**src/rtl/hdb3_rx_pkg.sv**
```systemverilog
package hdb3_rx_pkg;

  // Length of one zero-substitution group; also the output latency.
  localparam int SUB_LEN = 4;

  // Rail pair after capture: bit 0 = positive rail, bit 1 = negative rail.
  typedef enum logic [1:0] {
    SYM_NONE = 2'b00,
    SYM_POS  = 2'b01,
    SYM_NEG  = 2'b10,
    SYM_BOTH = 2'b11
  } sym_e;

  function automatic sym_e rails_to_sym(input logic pos, input logic neg);
    return sym_e'({neg, pos});
  endfunction

endpackage

```
**src/rtl/hdb3_rail_sampler.sv**
```systemverilog
module hdb3_rail_sampler
  import hdb3_rx_pkg::*;
(
  input  logic clk,
  input  logic rst_n,
  input  logic fall_sel,
  input  logic pos_i,
  input  logic neg_i,
  output sym_e sym_o
);

  logic [1:0] fall_cap_q;
  sym_e       sym_d;
  sym_e       sym_q;

  // Falling-edge capture stage, used only when fall_sel is set.
  always_ff @(negedge clk or negedge rst_n) begin
    if (!rst_n) begin
      fall_cap_q <= 2'b00;
    end else begin
      fall_cap_q <= {neg_i, pos_i};
    end
  end

  always_comb begin
    if (fall_sel) begin
      sym_d = rails_to_sym(fall_cap_q[0], fall_cap_q[1]);
    end else begin
      sym_d = rails_to_sym(pos_i, neg_i);
    end
  end

  always_ff @(posedge clk or negedge rst_n) begin
    if (!rst_n) begin
      sym_q <= SYM_NONE;
    end else begin
      sym_q <= sym_d;
    end
  end

  assign sym_o = sym_q;

endmodule

```
**src/rtl/hdb3_line_checker.sv**
```systemverilog
module hdb3_line_checker
  import hdb3_rx_pkg::*;
(
  input  logic clk,
  input  logic rst_n,
  input  sym_e sym_i,
  output logic bit_o,
  output logic strip_o,
  output logic lcv_o,
  output logic exz_o
);

  logic       last_pos_q, last_pos_d;
  logic       ref_ok_q,   ref_ok_d;
  logic       v_seen_q,   v_seen_d;
  logic       par_q,      par_d;
  logic [1:0] hist_q,     hist_d;
  logic [1:0] zrun_q,     zrun_d;
  logic       lcv_q,      lcv_d;
  logic       exz_q,      exz_d;

  logic any_pulse;
  logic one_rail;
  logic pulse_pos;
  logic same_pol;
  logic quiet2;
  logic par_good;
  logic v_legal;
  logic v_illegal;

  // Classification of the current symbol.
  always_comb begin
    any_pulse = (sym_i != SYM_NONE);
    one_rail  = (sym_i == SYM_POS) || (sym_i == SYM_NEG);
    pulse_pos = (sym_i == SYM_POS);
    same_pol  = ref_ok_q && one_rail && (pulse_pos == last_pos_q);
    quiet2    = (hist_q == 2'b00);
    par_good  = !v_seen_q || par_q;
    v_legal   = same_pol && quiet2 && par_good;
    v_illegal = same_pol && !v_legal;
  end

  assign bit_o   = any_pulse && !v_legal;
  assign strip_o = v_legal;

  // Next-state logic.
  always_comb begin
    last_pos_d = last_pos_q;
    ref_ok_d   = ref_ok_q;
    v_seen_d   = v_seen_q;
    par_d      = par_q;
    if (one_rail) begin
      last_pos_d = pulse_pos;
      ref_ok_d   = 1'b1;
      if (same_pol) begin
        par_d    = 1'b0;
        v_seen_d = 1'b1;
      end else begin
        par_d    = ~par_q;
      end
    end
    hist_d = {hist_q[0], any_pulse};
    if (any_pulse) begin
      zrun_d = 2'd0;
    end else if (zrun_q != 2'd3) begin
      zrun_d = zrun_q + 2'd1;
    end else begin
      zrun_d = zrun_q;
    end
    lcv_d = v_illegal || (sym_i == SYM_BOTH);
    exz_d = !any_pulse && (zrun_q == 2'd2);
  end

  always_ff @(posedge clk or negedge rst_n) begin
    if (!rst_n) begin
      last_pos_q <= 1'b0;
      ref_ok_q   <= 1'b0;
      v_seen_q   <= 1'b0;
      par_q      <= 1'b0;
      hist_q     <= 2'b00;
      zrun_q     <= 2'd0;
      lcv_q      <= 1'b0;
      exz_q      <= 1'b0;
    end else begin
      last_pos_q <= last_pos_d;
      ref_ok_q   <= ref_ok_d;
      v_seen_q   <= v_seen_d;
      par_q      <= par_d;
      hist_q     <= hist_d;
      zrun_q     <= zrun_d;
      lcv_q      <= lcv_d;
      exz_q      <= exz_d;
    end
  end

  assign lcv_o = lcv_q;
  assign exz_o = exz_q;

  p_both_rail_flag_r5: assert property (@(posedge clk) disable iff (!rst_n)
    (sym_i == SYM_BOTH) |=> lcv_o);

  p_first_pulse_free_r6: assert property (@(posedge clk) disable iff (!rst_n)
    (!ref_ok_q && one_rail) |=> !lcv_o);

  p_zero_run_single_r9: assert property (@(posedge clk) disable iff (!rst_n)
    exz_o |=> !exz_o);

endmodule

```
**src/rtl/hdb3_zero_strip.sv**
```systemverilog
module hdb3_zero_strip
  import hdb3_rx_pkg::*;
#(
  parameter int DEPTH = SUB_LEN
) (
  input  logic clk,
  input  logic rst_n,
  input  logic bit_i,
  input  logic clr_i,
  output logic bit_o
);

  // Stage whose input carries the symbol captured SUB_LEN-1 cycles earlier.
  localparam int CLR_STAGE = SUB_LEN - 1;

  logic [DEPTH-1:0] stage_q;
  logic [DEPTH-1:0] stage_d;

  for (genvar g = 0; g < DEPTH; g++) begin : g_stage
    if (g == 0) begin : g_head
      assign stage_d[g] = bit_i;
    end else if (g == CLR_STAGE) begin : g_clear
      assign stage_d[g] = stage_q[g-1] & ~clr_i;
    end else begin : g_pass
      assign stage_d[g] = stage_q[g-1];
    end
  end

  always_ff @(posedge clk or negedge rst_n) begin
    if (!rst_n) begin
      stage_q <= '0;
    end else begin
      stage_q <= stage_d;
    end
  end

  assign bit_o = stage_q[DEPTH-1];

  p_strip_clears_r3: assert property (@(posedge clk) disable iff (!rst_n)
    clr_i |=> !stage_q[CLR_STAGE]);

endmodule

```
**src/rtl/hdb3_err_counters.sv**
```systemverilog
module hdb3_err_counters #(
  parameter int CNT_W = 16
) (
  input  logic             clk,
  input  logic             rst_n,
  input  logic             lcv_i,
  input  logic             exz_i,
  input  logic             tick_i,
  output logic [CNT_W-1:0] lcv_cnt_o,
  output logic [CNT_W-1:0] acc_hold_o
);

  localparam logic [CNT_W-1:0] CNT_MAX = '1;

  function automatic logic [CNT_W-1:0] sat_inc(input logic [CNT_W-1:0] v);
    return (v == CNT_MAX) ? v : v + CNT_W'(1);
  endfunction

  logic [CNT_W-1:0] ev_q,   ev_d;
  logic             ev_en;
  logic [CNT_W-1:0] acc_q,  acc_d;
  logic             acc_en;
  logic [CNT_W-1:0] hold_q, hold_d;
  logic             hold_en;
  logic             acc_ev;

  always_comb begin
    ev_en   = lcv_i;
    ev_d    = sat_inc(ev_q);
    acc_ev  = lcv_i || exz_i;
    hold_en = tick_i;
    hold_d  = acc_q;
    if (tick_i) begin
      acc_en = 1'b1;
      acc_d  = acc_ev ? CNT_W'(1) : '0;
    end else begin
      acc_en = acc_ev;
      acc_d  = sat_inc(acc_q);
    end
  end

  always_ff @(posedge clk or negedge rst_n) begin
    if (!rst_n) begin
      ev_q   <= '0;
      acc_q  <= '0;
      hold_q <= '0;
    end else begin
      if (ev_en)   ev_q   <= ev_d;
      if (acc_en)  acc_q  <= acc_d;
      if (hold_en) hold_q <= hold_d;
    end
  end

  assign lcv_cnt_o  = ev_q;
  assign acc_hold_o = hold_q;

  p_cnt_monotonic_r8: assert property (@(posedge clk) disable iff (!rst_n)
    1'b1 |=> (ev_q >= $past(ev_q)));

  p_cnt_step_r8: assert property (@(posedge clk) disable iff (!rst_n)
    (lcv_i && ev_q != CNT_MAX) |=> (ev_q == $past(ev_q) + CNT_W'(1)));

  p_hold_only_on_tick_r10: assert property (@(posedge clk) disable iff (!rst_n)
    !tick_i |=> $stable(hold_q));

endmodule

```
**src/rtl/hdb3_rx_decoder.sv**
```systemverilog
module hdb3_rx_decoder
  import hdb3_rx_pkg::*;
#(
  parameter int CNT_W = 16
) (
  input  logic               clk,
  input  logic               rst_n,
  input  logic               cfg_fall_edge,
  input  logic               rail_pos,
  input  logic               rail_neg,
  input  logic               sec_tick,
  output logic               data_out,
  output logic               lcv_pulse,
  output logic [CNT_W/2-1:0] lcv_cnt_hi,
  output logic [CNT_W/2-1:0] lcv_cnt_lo,
  output logic [CNT_W-1:0]   acc_hold
);

  localparam int HALF_W = CNT_W / 2;

  logic [1:0]       rst_sync_q;
  logic             rst_int_n;
  sym_e             sym;
  logic             dec_bit;
  logic             strip;
  logic             lcv;
  logic             exz;
  logic [CNT_W-1:0] lcv_cnt;

  always_ff @(posedge clk or negedge rst_n) begin
    if (!rst_n) begin
      rst_sync_q <= 2'b00;
    end else begin
      rst_sync_q <= {rst_sync_q[0], 1'b1};
    end
  end

  assign rst_int_n = rst_sync_q[1];

  hdb3_rail_sampler u_sampler (
    .clk      (clk),
    .rst_n    (rst_int_n),
    .fall_sel (cfg_fall_edge),
    .pos_i    (rail_pos),
    .neg_i    (rail_neg),
    .sym_o    (sym)
  );

  hdb3_line_checker u_checker (
    .clk     (clk),
    .rst_n   (rst_int_n),
    .sym_i   (sym),
    .bit_o   (dec_bit),
    .strip_o (strip),
    .lcv_o   (lcv),
    .exz_o   (exz)
  );

  hdb3_zero_strip #(.DEPTH(SUB_LEN)) u_strip (
    .clk   (clk),
    .rst_n (rst_int_n),
    .bit_i (dec_bit),
    .clr_i (strip),
    .bit_o (data_out)
  );

  hdb3_err_counters #(.CNT_W(CNT_W)) u_counters (
    .clk        (clk),
    .rst_n      (rst_int_n),
    .lcv_i      (lcv),
    .exz_i      (exz),
    .tick_i     (sec_tick),
    .lcv_cnt_o  (lcv_cnt),
    .acc_hold_o (acc_hold)
  );

  assign lcv_pulse  = lcv;
  assign lcv_cnt_hi = lcv_cnt[CNT_W-1:HALF_W];
  assign lcv_cnt_lo = lcv_cnt[HALF_W-1:0];

endmodule

```
**config.mk**
```make
export PLATFORM = sky130hd
export DESIGN_NAME = hdb3_rx_decoder
export DESIGN_NICKNAME = d
export VERILOG_FILES = /design/src/rtl/hdb3_rx_pkg.sv /design/src/rtl/hdb3_rail_sampler.sv /design/src/rtl/hdb3_line_checker.sv /design/src/rtl/hdb3_zero_strip.sv /design/src/rtl/hdb3_err_counters.sv /design/src/rtl/hdb3_rx_decoder.sv
export SDC_FILE = /design/constraint.sdc
export NUM_CORES = 1
export LEC_CHECK = 0
export BUFFER_PORTS_ARGS = -buffer_cell sky130_fd_sc_hd__buf_2
export CORE_UTILIZATION = 45
export CTS_BUF_LIST = sky130_fd_sc_hd__clkbuf_8
export DETAILED_ROUTE_END_ITERATION = 12
export GPL_ROUTABILITY_DRIVEN = 0
export PLACE_DENSITY = 0.64
export SYNTH_ARGS = -nofsm -noshare
export SYNTH_HDL_FRONTEND = slang
export SYNTH_SLANG_ARGS = --single-unit
```
**constraint.sdc**
```tcl
create_clock -name clk -period 5.3 [get_ports clk]
set_clock_uncertainty 0.2 [all_clocks]
set_input_delay 0.265 -clock clk [delete_from_list [all_inputs] [get_ports clk]]
set_output_delay 0.265 -clock clk [all_outputs]
set_load 0.05 [all_outputs]
```
==> results of run 1 <==
per-stage QoR:
step	worst slack [ns]	util, %	hold slack (ns)	cell area (um^2)
floorplan	0.526	-	-0.231	3020
global placement	1.78	51.0	-0.143	3280
detailed placement	1.77	51.0	-0.146	3280
CTS	1.23	55.3	0.0253	3550
global route	1.18	55.3	0.0456	3550
finish	1.22	55.3	0.0423	3550
layer usage:
layer	vias to the layer above	routed length (um)
met4	0	110
met3	10	233
met2	50	2370
met1	1035	2660
met5	-	0
li1	1054	-
cell usage in the layout (no fill, tap or decap), drive strengths merged, types with 11 or more instances in the layout:
| cell type | n |
|---|---|
| dfrtp | 66 |
| buf | 41 |
| mux2 | 22 |
| a21oi | 17 |
| inv | 12 |
| nand3 | 11 |
| nor2 | 11 |
| xor2 | 11 |
path summary, 6_finish.rpt:
kind | cells after the start | from | to
worst max register to register | 2 | u_sampler.fall_cap_q[1]$_DFF_NN0_ | u_sampler.sym_o[1]$_DFF_PN0_
min in group clk | 0 | u_strip.stage_q[1]$_DFF_PN0_ | u_strip.stage_q[2]$_DFF_PN0_
worst min-delay path | 2 | rst_n | rst_sync_q[0]$_DFF_PN0_
worst min register to register | 0 | u_strip.stage_q[1]$_DFF_PN0_ | u_strip.stage_q[2]$_DFF_PN0_
worst max-delay path | 2 | u_sampler.fall_cap_q[1]$_DFF_NN0_ | u_sampler.sym_o[1]$_DFF_PN0_
max in group asynchronous | 0 | rst_sync_q[1]$_DFF_PN0_ | u_sampler.fall_cap_q[0]$_DFF_NN0_
area by class of cell:
type	instances	area share, %
multi-input cells	172	34.5
repair buffers	47	7.61
well taps	77	2.71
flip-flops and latches	68	47.9
clock buffers	9	3.49
clock inverters	7	2.61
inverters	11	1.16
flip-flops by register name, indices dropped and copies added, names as in the netlist:
name,flops
rst_sync_q,2
u_checker.exz_o,1
u_checker.hist_q,2
u_checker.last_pos_q,1
u_checker.lcv_o,1
u_checker.par_q,1
u_checker.ref_ok_q,1
u_checker.v_seen_q,1
u_checker.zrun_q,2
u_counters.acc_hold_o,16
u_counters.acc_q,16
u_counters.lcv_cnt_o,16
u_sampler.fall_cap_q,2
u_sampler.sym_o,2
u_strip.stage_q,4
power by group through the flow:
stage               logic [W]  registers (W)  clock network (W)
CTS                  0.000303       0.000631           0.000476
finish               0.000299       0.000630           0.000462
global route         0.000323       0.000640           0.000496
floorplan            0.000104       0.000760                  0
global placement     0.000292       0.000640                  0
detailed placement   0.000295       0.000643                  0
kinds of logic (layout without fill, tap and decap cells):
family	after synthesis	count (layout)	synth area share [%]
muxes	22	22	8.22
buffers and inverters	19	74	2.95
other	1	1	0.124
and+or+nand+nor	79	79	14.9
DFF	68	68	56.4
xor gates and xnor gates	14	14	4.07
adders and majority gates	7	7	2.90
AOI/OAI and AO/OA	49	49	10.4
worst reg2reg max path: cells and delay by family (launching register included):
kind	cells	cell delay, ns
flip-flops	1	0.33
buffers and inverters	1	0.55
multiplexers	1	0.25
what timing repair did:
| action | 4_1_cts | 5_1_grt |
|---|---|---|
| hold buffers | 6 | 0 |
| setup buffers | 0 | 0 |
| hold endpoints to repair | 15 | 0 |
cell usage after synthesis, types with 2 or more instances:
master / count
clkbuf_1: 3
or4_1: 8
nor3_1: 6
a211oi_1: 4
mux2_2: 22
inv_1: 11
xor2_1: 11
ha_1: 7
nand4_1: 8
nand3_1: 11
a21oi_1: 17
or3_1: 5
or2_2: 2
nor2b_1: 3
and4_1: 2
nor2_1: 11
and2_1: 2
nand2_1: 9
nor3b_1: 2
o31ai_1: 9
dfrtp_1: 66
a21boi_0: 2
o21ai_0: 8
xnor2_1: 3
nor4_1: 3
dfrtn_1: 2
and3_1: 3
==> impl_metrics.csv, run 1 <==
group,metric,value,unit
detailed_routing,ant_nets,0,
grt,grt_util_met2,24.6,%
place,port_buffers,39,
synthesis,synth_edf_count,0,
critical_path,critPathSlowestCell,"dlygate4sd3_1",
detailed_routing,drt-pass1-iter-count,8,
synthesis,netlist_top_cells_area,"dfrtp_1 (55%), mux2_2 (8.2%), xor2_1 (3.2%)",
floorplanning,dieWidth,83.9,um
detailed_routing,drcViolationCount,3,
synthesis,yosysWarnings,0,
layout,seq_area,0.00170,mm^2
power,power.total,0.00139,W
status,failed_checks,"DRC",
layout,final.fill_count,566,
detailed_routing,wire_per_inst,13.8,um
floorplanning,pin_count,40,
critical_path,cp_slowest_stage_delay,0.55,ns
grt,gr-usage-met3,3.76,%
synthesis,avgSynthCellArea,11.6,um^2
detailed_routing,vias,2149,
detailed_routing,routed_wirelength,5.38,mm
floorplanning,initial_utilization,47.0,%
sta,grt_setup_unrepaired,"no",
synthesis,synth_nets,272,
layout,antenna_cells,0,
synthesis,syn_inst,259,
critical_path,critPathArrivalTime,4.11,ns
clock_tree,tritoncts,"done",
synthesis,yosysTopAreaCellShare,54.8,%
detailed_routing,initialDrtViolationCount,123,
power,seq_power_share,45.3,%
clock_tree,root_buffer,"clkbuf_8",
floorplanning,die_area,0.00703,mm^2
place,place_inst,369,
synthesis,synth_top_area_cell,"dfrtp_1",
critical_path,worst-setup-path-type,"reg2reg",
layout,area_delta_synth_final,17.8,%
grt,grt_usage,16.8,%
synthesis,async_flop_share,100,%
critical_path,worst-path-max-fanout,1,
grt,grt_overflow,0,
power,clock_power_share,33.2,%
power,power_switching,0.000466,W
clock_tree,cts_sinks,68,
sta,finalMaxSlewViolations,0,
synthesis,synth_cell_types,46,
sta,max-slew-margin-rel,30.2,%
detailed_routing,viasPerCell,5.50,
critical_path,cp-start-kind,"flop",
critical_path,required,5.33,ns
min_path,hold_path_class,"in2async",
floorplanning,die_height,83.9,um
clock_tree,clk_latency,0.34,ns
critical_path,crit_family,"buffers and inverters",
status,status,"complete, but fails checks",
layout,layout.nets,322,
power,ir_drop,0.215,mV
clock_tree,cts-resized-gates,0,
synthesis,yosysSeqAreaShare,56.4,%
job,drv_cap,0,
clock_tree,cts_inserted_buffers,9,
layout,fin_cells,391,
sta,tns,0,ns
critical_path,regToRegSetupSlack,1.22,ns
power,power.density,392,mW/mm^2
layout,multi_input_area,0.00122,mm^2
sta,hold_viol,0,
grt,grt-busiest-layer,"met2",
grt,grt_max_degree,54,
power,p_sw_share,33.5,%
power,pwr-share-comb,21.5,%
sta,setup_violations,0,
grt,grt_pass1_wl,9.34,mm
clock_tree,htree_levels,3,
grt,met1_usage,23.9,%
floorplanning,core,0.00642,mm^2
synthesis,synth_ff_type,"dfrtp_1",
clock_tree,clkSlewWorstSetupHoldPaths,0.08,ns
critical_path,path_buf_inv,1,
floorplanning,rows,29,
sta,max_slew.worst_pin.slew,1.04,ns
critical_path,cp_cell_sequence,"mux2_2 > dlygate4sd3_1",
grt,antenna_found_initial,0,
synthesis,synth-seq-cells,68,
synthesis,synth_area,0.00302,mm^2
power,leakagePower,1.66,nW
clock_tree,clock_path_buffers,2,
critical_path,crit_path_end_kind,"flop",
grt,grt_pass1_vias,2013,
place,post-dp-hpwl,3.56,mm
layout,drive_gt1_share,26.4,%
power,power.internal,0.000925,W
Power figures use the tool's default switching activity.
==> inputs of run 2 (changes only) <==
ABC_AREA = 1   (was not set)
PLACE_DENSITY = 0.66   (was 0.64)
clock period = 3.4 ns   (was 5.3 ns; I/O delays follow)
==> run 2 against run 1 <==
Compared with the run above:
- the flow now finishes without violations
- register-to-register slack worse by 0.94 ns
- hold slack better by 0.11 ns
- flip-flop and latch count unchanged
- cell area up 7.5%
- synthesized cell count up 54%
- synthesized area up 8.5%
- total power up 45%
- worst setup slack worse by 0.94 ns
- sequential share of layout area down 3.3 points
- first-iteration DRC count up 43%
- combinational power up 32%
- sequential power up 50%
- critical endpoint is now u_sampler.sym_o[0]$_DFF_PN0_
- largest power group unchanged
==> impl_metrics.csv, run 2 <==
group,metric,value,unit
sta,max-slew-margin-rel,46.1,%
clock_tree,cts-resized-gates,0,
clock_tree,htree_levels,3,
detailed_routing,viasPerCell,4.85,
floorplanning,die_height,87.3,um
synthesis,yosysTopAreaCellShare,50.5,%
layout,layout.nets,463,
synthesis,synth_fa_ha_area_share,2.68,%
detailed_routing,vias,2674,
clock_tree,clkSlewWorstSetupHoldPaths,0.08,ns
detailed_routing,wire_per_inst,11.7,um
synthesis,yosysSeqAreaShare,52.0,%
layout,fin_cells,551,
synthesis,synth_most_common_cell,"nand2_1",
detailed_routing,initialDrtViolationCount,176,
synthesis,synth_top_area_cell,"dfrtp_1",
sta,setup_violations,0,
synthesis,synth_edf_count,0,
synthesis,yosys-top-cells-count,"nand2_1 (150), dfrtp_1 (66), nor2_1 (36)",
synthesis,avgSynthCellArea,8.20,um^2
critical_path,crit_start,"u_sampler.fall_cap_q[0]$_DFF_NN0_",
synthesis,yosysWarnings,0,
place,port_buffers,39,
floorplanning,die_area,0.00762,mm^2
min_path,hold_path_end,"u_strip.stage_q[1]$_DFF_PN0_",
floorplanning,core,0.00691,mm^2
grt,grt-busiest-layer,"met2",
power,power.total,0.00201,W
detailed_routing,routed_wirelength,6.43,mm
clock_tree,root_buffer,"clkbuf_8",
synthesis,synthSimpleGateAreaFrac,29.3,%
sta,hold_viol,0,
grt,grt_overflow,0,
grt,grt_util_met2,27.9,%
synthesis,synth_nets,412,
critical_path,r2r-start,"u_sampler.fall_cap_q[0]$_DFF_NN0_",
job,drv_cap,0,
critical_path,regToRegSetupSlack,0.28,ns
floorplanning,rows,30,
grt,gr-usage-met3,3.89,%
critical_path,reg2regPathDepth,2,
clock_tree,clock_path_buffers,2,
floorplanning,pin_count,40,
sta,holdWs,0.153,ns
power,leakagePower,1.90,nW
min_path,min_from,"u_strip.stage_q[0]$_DFF_PN0_",
critical_path,crit_path_end_kind,"flop",
synthesis,synth_top_family_by_area,"simple AND/OR/NAND/NOR gates",
synthesis,synth_cell_types,30,
power,power.density,527,mW/mm^2
layout,antenna_cells,0,
synthesis,synth_compound_area_share,5.28,%
floorplanning,dieWidth,87.3,um
sta,tns,0,ns
detailed_routing,ant_nets,0,
grt,grt_pass1_wl,11.1,mm
floorplanning,initial_utilization,47.4,%
critical_path,r2r_end,"u_sampler.sym_o[0]$_DFF_PN0_",
grt,grt_usage,19.0,%
critical_path,worst-setup-path-type,"reg2reg",
grt,antenna_found_initial,0,
critical_path,critPathArrivalTime,3.15,ns
critical_path,required,3.43,ns
min_path,hold_path_class,"reg2reg",
min_path,min_path_cells,0,
detailed_routing,drt-pass1-iter-count,4,
clock_tree,cts_inserted_buffers,9,
synthesis,netlist_top_cells_area,"dfrtp_1 (50%), nand2_1 (17%), nor2_1 (4.1%)",
sta,grt_setup_unrepaired,"no",
synthesis,synth-seq-cells,68,
clock_tree,cts_sinks,68,
critical_path,worst-path-max-fanout,1,
synthesis,synth_xor_area_share,4.02,%
power,ir_drop,0.289,mV
synthesis,synth_area,0.00327,mm^2
clock_tree,clk_latency,0.34,ns
detailed_routing,drcViolationCount,0,
layout,area_delta_synth_final,16.7,%
grt,grt_max_degree,65,
place,post-dp-hpwl,4.42,mm
place,place_inst,528,
clock_tree,tritoncts,"done",
synthesis,async_flop_share,100,%
grt,met1_usage,27.2,%
grt,grt_pass1_vias,2411,
synthesis,syn_inst,399,
synthesis,synth_ff_type,"dfrtp_1",
sta,max_slew.worst_pin.slew,0.809,ns
layout,final_cell_mix,"nand2_1 (150), dfrtp_1 (65), buf_2 (39)",
critical_path,cp-start-kind,"flop",
status,status,"finished clean",
synthesis,synthMuxAreaShare,0.688,%
layout,layout.cells.most_common,"nand2_1",
sta,finalMaxSlewViolations,0,
layout,drive_gt1_share,15.8,%
run 2: changes by cell type after synthesis, moves of 5 or more:
cell | previous run | this run
inv_1 | 11 | 34
a21oi_1 | 17 | 2
or4_1 | 8 | 0
xnor2_1 | 3 | 8
o21ai_0 | 8 | 27
or3_1 | 5 | 0
mux2_2 | 22 | 2
nand2_1 | 9 | 150
nand3_1 | 11 | 16
o31ai_1 | 9 | 0
nor2_1 | 11 | 36
run 2: critical path: stages (launching register included):
cell and delay [ns]:
dfrtn_1 0.32, mux2_2 0.25, dlygate4sd3_1 0.55
run 2: metal layers:
metal	wire length, um	part of all wire [%]	vias up
li1	-	-	1359
met1	3250	51	1248
met2	2810	44	55
met3	243	3.8	12
met4	126	2.0	0
met5	0	0	-
run 2: how the worst max path moves through the flow:
stage / end / slack (ns)
final: u_sampler.sym_o[0]$_DFF_PN0_ / 0.28
after global placement: u_sampler.sym_o[1]$_DFF_PN0_ / 0.83
after floorplan: u_sampler.fall_cap_q[0]$_DFF_NN0_ / 0.43
after detailed placement: u_sampler.sym_o[1]$_DFF_PN0_ / 0.81
after global routing: u_sampler.sym_o[0]$_DFF_PN0_ / 0.26
after CTS: u_sampler.sym_o[1]$_DFF_PN0_ / 0.28
run 2: stage by stage:
step | utilization (%) | cell area (um^2) | setup WS [ns]
2_1_floorplan | - | 3270 | 0.429
3_3_place_gp | 51.4 | 3550 | 0.826
3_5_place_dp | 51.4 | 3550 | 0.809
4_1_cts | 55.3 | 3820 | 0.281
5_1_grt | 55.3 | 3820 | 0.257
6_report | 55.3 | 3820 | 0.278
run 2: power by group:
group	internal, W	switching (W)
Clock	0.000342	0.000329
Combinational	0.000107	0.000288
Sequential	0.000876	0.0000700
run 2: area by class of cell:
cell class | instances | area, um^2
multi-input cells | 286 | 1380
clock buffers | 9 | 124
repair buffers | 48 | 280
inverters | 37 | 139
fillers | 680 | 3090
flip-flops and latches | 68 | 1700
clock inverters | 7 | 76.3
well taps | 96 | 120
run 2: timing repair:
action | 4_1_cts | 5_1_grt
setup buffers | 0 | 0
hold buffers | 7 | 0
endpoints found under the hold margin | 11 | 0
run 2: logic make-up after synthesis:
kind of cell,Yosys count
compound gates,33
xor+xnor,15
fa+ha+maj,7
buf+inv,45
flops,68
mux,2
other cells,1
simple gates,228
==> inputs of run 3 (changes only) <==
BUFFER_PORTS_ARGS = not set   (was -buffer_cell sky130_fd_sc_hd__buf_2)
CORE_UTILIZATION = 40   (was 45)
CTS_CLUSTER_DIAMETER = 60   (was not set)
DONT_BUFFER_PORTS = 1   (was not set)
PLACE_DENSITY = 0.55   (was 0.66)
==> run 3 against run 2 <==
Compared with the run above:
- via count fell by 7.3%
- clock power fell by 7.5%
- sequential power rose by 15%
- cell area fell by 4.9%
- first-iteration DRC count fell by 34%
- largest cell class unchanged
- global-route usage fell by 2.1 points
- register-to-register slack barely moved
- critical endpoint unchanged
==> impl_metrics.csv, run 3 (same netlist as run 2, synthesis figures left out) <==
group,metric,value,unit
layout,final_cell_mix,"nand2_1 (150), dfrtp_1 (65), nor2_1 (36)",
power,power.density,530,mW/mm^2
clock_tree,cts_inserted_buffers,9,
layout,fin_cells,520,
critical_path,required,3.44,ns
grt,grt_usage,16.9,%
power,pwr-share-comb,11.0,%
detailed_routing,routed_wirelength,6.48,mm
clock_tree,cts_sinks,68,
sta,grt_setup_unrepaired,"no",
critical_path,worst-path-max-fanout,1,
layout,area_delta_synth_final,11.0,%
critical_path,worst-setup-path-type,"reg2reg",
place,dpl_cell_area,0.00337,mm^2
min_path,hold_path_class,"in2reg",
floorplanning,dieWidth,92.4,um
clock_tree,clkSlewWorstSetupHoldPaths,0.08,ns
floorplanning,core,0.00781,mm^2
sta,finalMaxSlewViolations,0,
min_path,min_path_cells,4,
power,power.total,0.00192,W
critical_path,critPathArrivalTime,3.15,ns
power,seq_power_share,56.7,%
floorplanning,die_area,0.00855,mm^2
layout,layout.cells.most_common,"nand2_1",
power,p_sw_share,35.5,%
job,drv_cap,0,
sta,max_slew.worst_pin.slew,0.691,ns
detailed_routing,ant_nets,0,
place,place_inst,496,
clock_tree,tritoncts,"done",
floorplanning,initial_utilization,41.9,%
critical_path,cp-start-kind,"flop",
detailed_routing,initialDrtViolationCount,117,
layout,utilization,46.5,%
detailed_routing,vias,2478,
layout,antenna_cells,0,
power,leakagePower,1.70,nW
critical_path,reg2regPathDepth,2,
sta,setup_violations,0,
status,status,"finished clean",
detailed_routing,drcViolationCount,0,
clock_tree,clk_latency,0.34,ns
power,power.internal,0.00124,W
sta,tns,0,ns
floorplanning,die_height,92.4,um
power,power_switching,0.000683,W
detailed_routing,drt-pass1-iter-count,4,
place,post-dp-hpwl,4.46,mm
power,ir_drop,0.199,mV
floorplanning,pin_count,40,
clock_tree,htree_levels,3,
sta,hold_viol,0,
grt,grt_max_degree,53,
grt,antenna_found_initial,0,
grt,grt_pass1_wl,11.3,mm
place,port_buffers,0,
clock_tree,clock_path_buffers,2,
detailed_routing,wire_per_inst,12.5,um
grt,grt_overflow,0,
power,clock_power_share,32.3,%
critical_path,crit_path_end_kind,"flop",
detailed_routing,viasPerCell,4.77,
layout,stdcell_area,0.00363,mm^2
layout,drive_gt1_share,8.13,%
clock_tree,post-cts-setup-buffers,0,
layout,layout.nets,426,
clock_tree,root_buffer,"clkbuf_8",
sta,max-slew-margin-rel,53.9,%
grt,grt_pass1_vias,2447,
floorplanning,rows,32,
## run 3: final timing paths
check                                                   from                                 to  slack, ns
max                        u_sampler.fall_cap_q[0]$_DFF_NN0_       u_sampler.sym_o[0]$_DFF_PN0_       0.28
min                                                 sec_tick   u_counters.acc_q[12]$_DFFE_PN0P_       0.04
max reg2reg                u_sampler.fall_cap_q[0]$_DFF_NN0_       u_sampler.sym_o[0]$_DFF_PN0_       0.28
min reg2reg                     u_strip.stage_q[0]$_DFF_PN0_       u_strip.stage_q[1]$_DFF_PN0_       0.15
max in group asynchronous            rst_sync_q[1]$_DFF_PN0_  u_sampler.fall_cap_q[1]$_DFF_NN0_       1.39
min in group asynchronous            rst_sync_q[1]$_DFF_PN0_    u_counters.acc_q[2]$_DFFE_PN0P_       0.25
## run 3: final cells by class
cell class                      instances  area (um^2)
Timing Repair Buffer                   11          103
Clock inverter                          6         47.5
Inverter                               37          139
Multi-Input combinational cell        286         1380
Sequential cell                        68         1700
Tap cell                              102          128
Clock buffer                           10          138
Fill cell                             795         4180
## run 3: repair_timing
| item | in CTS | in global routing |
|---|---|---|
| gates resized for setup | 0 | 0 |
| hold endpoints to repair | 28 | 0 |
| hold buffers | 8 | 0 |
## run 3: layer usage
layer	part of all wire (%)	vias to the layer above	wire length [um]	global-route usage, %
met3	4.1	12	267	4.35
met1	50	1145	3230	23.2
li1	-	1280	-	-
met4	1.9	0	125	7.42
met2	44	41	2860	25.2
met5	0	-	0	0
## run 3: critical path: stages (launching register included)
cell	delay (ns)
dfrtn_1	0.33
mux2_2	0.25
dlygate4sd3_1	0.54
## run 3: through the flow
stage	setup WS, ns	hold WS [ns]
6_report	0.282	0.0406
5_1_grt	0.255	0.0562
4_1_cts	0.285	0.0313
3_5_place_dp	0.814	-0.325
3_3_place_gp	0.826	-0.326
2_1_floorplan	0.429	-0.326
## run 3: power groups by stage
stage / Sequential, W / Combinational (W) / Clock, W
floorplan: 0.00110 / 0.000171 / 0
global placement: 0.00111 / 0.000199 / 0
detailed placement: 0.00111 / 0.000205 / 0
CTS: 0.00109 / 0.000218 / 0.000643
global route: 0.00111 / 0.000257 / 0.000675
finish: 0.00109 / 0.000213 / 0.000621
